<file path="config.mk">
export PLATFORM = sky130hd
export DESIGN_NAME = mem_window_decoder
export DESIGN_NICKNAME = d
export VERILOG_FILES = /design/src/rtl/mwd_pkg.sv /design/src/rtl/mwd_regfile.sv /design/src/rtl/mwd_window_cmp.sv /design/src/rtl/mwd_resp.sv /design/src/rtl/mem_window_decoder.sv
export SDC_FILE = /design/constraint.sdc
export NUM_CORES = 1
export LEC_CHECK = 0
export BUFFER_PORTS_ARGS = -buffer_cell sky130_fd_sc_hd__buf_2
export CAP_MARGIN = 20
export CORE_MARGIN = 5
export CORE_UTILIZATION = 59
export CTS_CLUSTER_SIZE = 12
export DETAILED_ROUTE_END_ITERATION = 10
export PLACE_DENSITY_LB_ADDON = 0.05
export SYNTH_ARGS = -nofsm -noshare
export SYNTH_HDL_FRONTEND = slang
export SYNTH_SLANG_ARGS = --single-unit
</file>
<file path="constraint.sdc">
create_clock -name clk_i -period 2.8 [get_ports clk_i]
set_input_delay 0.56 -clock clk_i [delete_from_list [all_inputs] [get_ports clk_i]]
set_output_delay 0.56 -clock clk_i [all_outputs]
set_load 0.01 [all_outputs]
</file>
<file path="src/rtl/mwd_pkg.sv">
package mwd_pkg;
    localparam int FIELD_W  = 12;
    localparam int UPPER_W  = 32;
    localparam int GRAN_W   = 20;
    localparam int KEY_W    = UPPER_W + FIELD_W;
    localparam int ADDR_W   = KEY_W + GRAN_W;
    localparam int CFG_AW   = 3;
    localparam int CFG_DW   = 32;
    localparam int NUM_WIN  = 2;
    localparam int WIN_MEM  = 0;
    localparam int WIN_PREF = 1;

    typedef enum logic [CFG_AW-1:0] {
        SEL_CTRL   = 3'd0,
        SEL_MBASE  = 3'd1,
        SEL_MLIM   = 3'd2,
        SEL_PBASE  = 3'd3,
        SEL_PLIM   = 3'd4,
        SEL_PUBASE = 3'd5,
        SEL_PULIM  = 3'd6,
        SEL_NONE   = 3'd7
    } cfg_sel_e;

    typedef struct packed {
        logic               en;
        logic [FIELD_W-1:0] mem_base;
        logic [FIELD_W-1:0] mem_lim;
        logic [FIELD_W-1:0] pf_base;
        logic [FIELD_W-1:0] pf_lim;
        logic [UPPER_W-1:0] pf_ubase;
        logic [UPPER_W-1:0] pf_ulim;
    } win_cfg_t;

    typedef struct packed {
        logic vld;
        logic hit;
        logic pref;
        logic wc;
    } dec_rsp_t;
endpackage

</file>
<file path="src/rtl/mwd_regfile.sv">
module mwd_regfile
    import mwd_pkg::*;
(
    input  logic              clk_i,
    input  logic              rst_ni,
    input  logic              we_i,
    input  logic [CFG_AW-1:0] addr_i,
    input  logic [CFG_DW-1:0] wdata_i,
    output win_cfg_t          cfg_o
);
    win_cfg_t cfg_d, cfg_q;
    cfg_sel_e sel;

    assign sel = cfg_sel_e'(addr_i);

    always_comb begin
        cfg_d = cfg_q;
        if (we_i) begin
            unique case (sel)
                SEL_CTRL:   cfg_d.en       = wdata_i[0];
                SEL_MBASE:  cfg_d.mem_base = wdata_i[FIELD_W-1:0];
                SEL_MLIM:   cfg_d.mem_lim  = wdata_i[FIELD_W-1:0];
                SEL_PBASE:  cfg_d.pf_base  = wdata_i[FIELD_W-1:0];
                SEL_PLIM:   cfg_d.pf_lim   = wdata_i[FIELD_W-1:0];
                SEL_PUBASE: cfg_d.pf_ubase = wdata_i[UPPER_W-1:0];
                SEL_PULIM:  cfg_d.pf_ulim  = wdata_i[UPPER_W-1:0];
                default:    cfg_d          = cfg_q;
            endcase
        end
    end

    always_ff @(posedge clk_i) begin
        if (!rst_ni) begin
            cfg_q.en       <= 1'b0;
            cfg_q.mem_base <= '1;
            cfg_q.mem_lim  <= '0;
            cfg_q.pf_base  <= '1;
            cfg_q.pf_lim   <= '0;
            cfg_q.pf_ubase <= '1;
            cfg_q.pf_ulim  <= '0;
        end else begin
            cfg_q <= cfg_d;
        end
    end

    assign cfg_o = cfg_q;
endmodule

</file>
<file path="src/rtl/mwd_window_cmp.sv">
module mwd_window_cmp #(
    parameter int KEY_W  = 44,
    parameter int GRAN_W = 20,
    localparam int ADDR_W = KEY_W + GRAN_W
) (
    input  logic [ADDR_W-1:0] addr_i,
    input  logic [KEY_W-1:0]  base_i,
    input  logic [KEY_W-1:0]  limit_i,
    output logic              match_o
);
    logic [ADDR_W-1:0] lo_full;
    logic [ADDR_W-1:0] hi_full;
    logic              valid_win;

    always_comb begin
        lo_full   = {base_i, {GRAN_W{1'b0}}};
        hi_full   = {limit_i, {GRAN_W{1'b1}}};
        valid_win = (base_i <= limit_i);
        match_o   = valid_win && (addr_i >= lo_full) && (addr_i <= hi_full);
    end
endmodule

</file>
<file path="src/rtl/mwd_resp.sv">
module mwd_resp
    import mwd_pkg::*;
(
    input  logic               clk_i,
    input  logic               rst_ni,
    input  logic               req_valid_i,
    input  logic               en_i,
    input  logic [NUM_WIN-1:0] match_i,
    output dec_rsp_t           rsp_o
);
    dec_rsp_t rsp_d, rsp_q;

    always_comb begin
        rsp_d      = '0;
        rsp_d.vld  = req_valid_i;
        rsp_d.hit  = req_valid_i && en_i && (|match_i);
        rsp_d.pref = rsp_d.hit && match_i[WIN_PREF];
        rsp_d.wc   = rsp_d.pref;
    end

    always_ff @(posedge clk_i) begin
        if (!rst_ni) rsp_q <= '0;
        else         rsp_q <= rsp_d;
    end

    assign rsp_o = rsp_q;
endmodule

</file>
<file path="src/rtl/mem_window_decoder.sv">
module mem_window_decoder
    import mwd_pkg::*;
(
    input  logic              clk_i,
    input  logic              rst_ni,
    input  logic              cfg_we_i,
    input  logic [CFG_AW-1:0] cfg_addr_i,
    input  logic [CFG_DW-1:0] cfg_wdata_i,
    input  logic              req_valid_i,
    input  logic [ADDR_W-1:0] req_addr_i,
    output logic              rsp_valid_o,
    output logic              rsp_hit_o,
    output logic              rsp_pref_o,
    output logic              rsp_wc_o
);
    win_cfg_t           cfg_q;
    dec_rsp_t           rsp;
    logic [KEY_W-1:0]   win_base [NUM_WIN];
    logic [KEY_W-1:0]   win_lim  [NUM_WIN];
    logic [NUM_WIN-1:0] win_match;

    mwd_regfile i_regs (
        .clk_i   (clk_i),
        .rst_ni  (rst_ni),
        .we_i    (cfg_we_i),
        .addr_i  (cfg_addr_i),
        .wdata_i (cfg_wdata_i),
        .cfg_o   (cfg_q)
    );

    // The low window is zero-extended, which confines it below 4 GB.
    always_comb begin
        win_base[WIN_MEM]  = {{UPPER_W{1'b0}}, cfg_q.mem_base};
        win_lim[WIN_MEM]   = {{UPPER_W{1'b0}}, cfg_q.mem_lim};
        win_base[WIN_PREF] = {cfg_q.pf_ubase, cfg_q.pf_base};
        win_lim[WIN_PREF]  = {cfg_q.pf_ulim,  cfg_q.pf_lim};
    end

    for (genvar w = 0; w < NUM_WIN; w++) begin : g_win
        mwd_window_cmp #(
            .KEY_W  (KEY_W),
            .GRAN_W (GRAN_W)
        ) i_cmp (
            .addr_i  (req_addr_i),
            .base_i  (win_base[w]),
            .limit_i (win_lim[w]),
            .match_o (win_match[w])
        );
    end

    mwd_resp i_resp (
        .clk_i       (clk_i),
        .rst_ni      (rst_ni),
        .req_valid_i (req_valid_i),
        .en_i        (cfg_q.en),
        .match_i     (win_match),
        .rsp_o       (rsp)
    );

    assign rsp_valid_o = rsp.vld;
    assign rsp_hit_o   = rsp.hit;
    assign rsp_pref_o  = rsp.pref;
    assign rsp_wc_o    = rsp.wc;
endmodule

</file>
After elaboration in Yosys (flattened, before gate mapping)
Index checks and enable logic that the tools add are counted.
{"block": "totals", "register_bits": 116, "input_bits": 103, "out_inout_bits": 4, "word_cells": 38}
{"block": "op_classes", "magnitude_cmp": 6, "eq_ne": 6, "reduce_logical": 16}
{"op": "64-bit by 32-bit greater-or-equal comparator with 1-bit output", "n": 1}
{"op": "64-bit greater-or-equal comparator", "n": 1}
{"op": "64-bit by 32-bit <= comparator with 1-bit output", "n": 1}
{"op": "64-bit <= comparator", "n": 1}
{"op": "44-bit <= comparator", "n": 1}
{"op": "2-bit AND reduction", "n": 7}
{"op": "12-bit <= comparator", "n": 1}
{"op": "3-bit == test (second input constant)", "n": 3}
{"op": "1-bit logical AND", "n": 7}
{"op": "3-bit by 2-bit == test with 1-bit output (second input constant)", "n": 2}
{"op": "3-bit by 1-bit == test with 1-bit output (second input constant)", "n": 1}
{"op": "3-bit zero test", "n": 1}
{"op": "2-bit OR reduction", "n": 1}

Longest topological paths before layout
{"block": "depth", "word_depth": 6, "depth_mapped": 9}

By module
From an unflattened synthesis, not the netlist that was laid out.
{"block": "hier_totals", "cells_unflattened": 1329, "hier_area_um2": 11126.9}
{"module": "mwd_regfile", "n_inst": 1, "cells_per_inst": 443, "area_each_um2": 4549.4, "seq_area_each_um2": 2262.2}
{"module": "mwd_window_cmp at g_win[1].i_cmp", "n_inst": 1, "cells_per_inst": 438, "area_each_um2": 3253.1, "seq_area_each_um2": 0.0}
{"module": "mwd_window_cmp at g_win[0].i_cmp", "n_inst": 1, "cells_per_inst": 440, "area_each_um2": 3226.8, "seq_area_each_um2": 0.0}
{"module": "mwd_resp", "n_inst": 1, "cells_per_inst": 7, "area_each_um2": 93.8, "seq_area_each_um2": 60.1}
{"module": "mem_window_decoder", "n_inst": 1, "cells_per_inst": 1, "area_each_um2": 3.8, "seq_area_each_um2": 0.0}

Worst setup path before layout
Ideal clock, no wire load.
{"block": "synth_path", "path_type": "input to register", "startpoint": "in req_addr_i[31]", "endpoint": "reg i_resp.rsp_q, in the netlist i_resp.rsp_o[2]", "setup_ns": 0.126, "t_arrival_ns": 2.116, "required_ns": 2.674, "slack_ns": 0.558, "stages": 8, "path_buffers": 0, "cell_sequence": "ha_1 > a21oi_1 > o21ai_1 > a2111oi_4 > o21ai_1 > a311o_1 > a31oi_1 > o22ai_1"}
{"block": "synth_between", "elab_chain_len": 5}
{"element": "start, declared", "line": "mem_window_decoder.sv:10", "source": "input logic [ADDR_W-1:0] req_addr_i,"}
{"element": "64-bit by 32-bit greater-or-equal comparator with 1-bit output / 64-bit greater-or-equal comparator (equally long branches)", "line": "mwd_window_cmp.sv:19", "source": "match_o = valid_win && (addr_i >= lo_full) && (addr_i <= hi_full);"}
{"element": "1-bit logical AND (2 in a row)", "line": "mwd_window_cmp.sv:19"}
{"element": "2-bit OR reduction (*)", "line": "mwd_resp.sv:16", "source": "rsp_d.hit = req_valid_i && en_i && (|match_i);"}
{"element": "1-bit logical AND (*)", "line": "mwd_resp.sv:16"}
{"element": "end signal, assigned", "line": "mwd_resp.sv:23", "source": "else rsp_q <= rsp_d;"}
{"element": "end, declared", "line": "mwd_resp.sv:11", "source": "dec_rsp_t rsp_d, rsp_q;"}
Every way passes the cells marked *; elsewhere a longest branch is shown, timed or not.
A chain may end at the register's enable or synchronous reset.

Final worst setup path
{"block": "layout_path", "startpoint": "reg i_regs.cfg_o[46] (netlist name)", "endpoint": "reg i_resp.rsp_q, in the netlist i_resp.rsp_o[2]"}
{"block": "layout_between", "elab_chain_len": 5}
{"element": "64-bit greater-or-equal comparator / 44-bit <= comparator (equally long branches)", "line": "mwd_window_cmp.sv:19, mwd_window_cmp.sv:18"}
{"element": "1-bit logical AND (*) (2 in a row)", "line": "mwd_window_cmp.sv:19"}
{"element": "2-bit OR reduction (*)", "line": "mwd_resp.sv:16"}
{"element": "1-bit logical AND (*)", "line": "mwd_resp.sv:16"}
Marked as above.

==> impl_results.md <==
* Status: finished, final reports clean
* Post-CTS setup buffer count at 0
* Synth Net Count at 1289
* Critical R2R Launch: i_regs.cfg_o[46]
* Storage element area at approximately 2300 um2
* #FFs+latches synth at 116
* Vias in the first global route at 7255
* DR vias/cell at 5.74
* Area leader, netlist: dfxtp_1
* Avg WL per Cell at 16.9 um
* Final WS setup at 0.461 ns
* Worst Tran Pin Value at between 0.6 and 0.7 ns
* Post-synthesis mux area share at 0.122%
* Post-Synth XOR/XNOR Area at 0%
* CTS tree: yes
* Post-CTS Hold Fix Bufs at 0
* Hold Startpoint: cfg_wdata_i[19]
* Fmax at 428 MHz
* Starting density of the core at between 50% and 60%
* Multi-input logic area at 5340 um2
* WP buf/inv at 1
* Sequential area share after synthesis at 28.3%
* Post-Synth Simple-Gate Area at between 10% and 20%
* Power share of the combinational group at 13.6%
* Synth warnings at 0
* Critical Path End Type: flop
* GPL Wtd Cong at 0.920
* Pin count of the biggest net entering global routing at 72
* Startpoint types: flop
* Worst path slowest cell: nor4_1
* Max Slew Vio Count at 0
* VDD IR max at 393 uV
* Static Leak at 4.31 nW
* Site Rows at 43
* CTS root buf: clkbuf_16
* N_diodes at 0
* CP startpoint: i_regs.cfg_o[46]
* Final Core Density at 69.3%
* Final instance area at 9540 um2
* Slowest stage delay, CP at 0.56 ns
* Tcrit/Tclk final at between 80% and 90%
* Asr flop ratio synth at 0%
* Post-Syn Area per Cell at between 8 and 9 um2
* Largest cells by area after synthesis: dfxtp_1 28%, ha_1 26%, nand2_1 9.5%, o211ai_1 5.6%, inv_1 5.3%
* Clock power frac at about half
* Crit Path Max Fanout at 3
* Largest family of logic cells by synthesized area: adder cells
* Critical Path RT at 3.15 ns
* Int Pwr at around 0.0034 W
* Max clock buf depth at 2
* Die ar. at 16400 um2
* Crit path max-delay family: simple AND/OR/NAND/NOR gates
* Synth Instances at 1018
* Final hold violations at 0
* Post-synth top flop: dfxtp_1
* First-pass GRT wire length at 36.2 mm
* Clock transition at path regs at approximately 0.05 ns
* Routed Antenna Nets at 0
* Vias at 7542
* # resized after CTS at 0
* Sw Pwr at 0.00117 W
* DR pass1 iterations at 5
* GRT Util Overall at ~28%
* Worst Skew at a little under 0.007 ns
* TritonCTS Sinks at 116
* Max-Cap Viols at 0
* Final non-filler cell total at between 1000 and 1500
* Rel. slew slack at 53.9%
* Final WL at 22.2 mm
* RSZ-0062 raised after global routing: false
* 1st-iter DRT viols at 417
* Synth cell types at 48
* Count leader, synth: nand2_1
* Post-synth top area share at 28.3%
* Synth Cell Area at 8220 um2
* Final TNS setup at 0 ns
* EDFF count, synth at 0
* Sw Share at 25.7%
* Residual DRC count at 0
* # setup viols final at 0
* Die Wd at 128 um
* Compound-Gate Fraction of Synth Area at 20.8%
* IO buf count at 106
* Share of cells above drive strength 1 at 13.6%
* Ports at 107
* Fin crit period at 2.34 ns
* Layout area overhead at 16.1%
* Worst min path class: input pin to flop
* Initial antenna violation count at 2
* Crit path cell chain: inv_1, ha_1, nand4_1, nor4_1, nor4b_1, a311o_1, a31oi_1, o22ai_1
* CP arrival at 2.69 ns
* Post-place setup slack at 0.179 ns
* Post-synthesis adder-cell area fraction at 25.6%
* Core area at 13800 um2
* Skew-Pair Late Insertion Delay at around 0.43 ns
* Power density cells at 478 nW/um2
* Placed Instances at 1283
* Post-DP HPWL at around 17 mm
* Die Y at 128 um
* DP Area at about 8900 um2
* Fillers at 1222
* Sequential power share at 37.8%
* Global route overflow at 0
* CTS buffer count at 17
* Fin nets at 1393
* Crit path kind: flop to flop
* H-tree lvl count at 4
* Top post-synthesis cells by count: 209 x nand2_1, 168 x ha_1, 116 x dfxtp_1, 115 x inv_1
==> stage by stage <==
stage                     hold slack (ns)  power (W)
after floorplan                     0.443    0.00211
after CTS                           0.364    0.00458
final                               0.372    0.00456
after global routing                0.372    0.00475
after detailed placement            0.458    0.00237
after global placement              0.452    0.00236
==> worst paths after layout <==
kind	slack, ns	end	depth (start not counted)
setup / recovery	0.46	i_resp.rsp_o[2]	8
hold / removal	0.37	i_regs.cfg_o[51]	3
setup reg to reg	0.46	i_resp.rsp_o[2]	8
hold reg to reg	0.46	i_regs.cfg_o[23]	2
==> cells by family after synthesis <==
| kind of cell | Yosys count |
|---|---|
| mux | 1 |
| compound gates | 251 |
| buf+inv | 149 |
| fa+ha+maj | 168 |
| flops | 116 |
| simple gates | 333 |
==> sequential cells by signal, summed over array words and instances, names as in the netlist <==
name,flops
i_regs.cfg_o,113
i_resp.rsp_o,3
==> cell type report <==
| cell class | instances | area share (%) |
|---|---|---|
| sequential | 116 | 24.3 |
| inverter | 115 | 4.52 |
| timing repair buffer | 119 | 6.58 |
| clock buffer | 22 | 4.86 |
| multi-input combinational | 753 | 56.0 |
| clock inverter | 9 | 1.35 |
| tap | 180 | 2.36 |
==> worst min-delay path: cells and delay by family <==
kind	cells	cell delay [ns]
and+or+nand+nor	1	0.04
buffers and inverters	1	0.08
AOI/OAI and AO/OA	1	0.07
==> per-layer routing <==
layer / routed length, um / track usage [%] / share of wire (%) / vias up
li1: - / - / - / 3836
met1: 9820 / 35.9 / 44 / 3420
met2: 10200 / 45.9 / 46 / 231
met3: 1530 / 7.08 / 6.9 / 51
met4: 602 / 10.1 / 2.7 / 4
met5: 19 / 0 / 0.085 / -
==> cells in the final DEF, fill, tap and decap left out, drive strengths merged, types with 19 or more instances in the layout <==
cell and n:
inv 115, o21ai 25, nand4 36, nand2 210, a21oi 61, clkbuf 22
o211ai 61, dfxtp 116, buf 119, nor2 19, ha 168, a21boi 56
==> power groups by stage <==
| stage | sequential, W | combinational [W] | clock (W) |
|---|---|---|---|
| 3_5_place_dp | 0.00176 | 0.000613 | 0 |
| 6_report | 0.00172 | 0.000621 | 0.00222 |
| 2_1_floorplan | 0.00175 | 0.000362 | 0 |
| 3_3_place_gp | 0.00176 | 0.000602 | 0 |
| 4_1_cts | 0.00172 | 0.000619 | 0.00224 |
| 5_1_grt | 0.00173 | 0.000708 | 0.00232 |
Power figures use the tool's default switching activity.
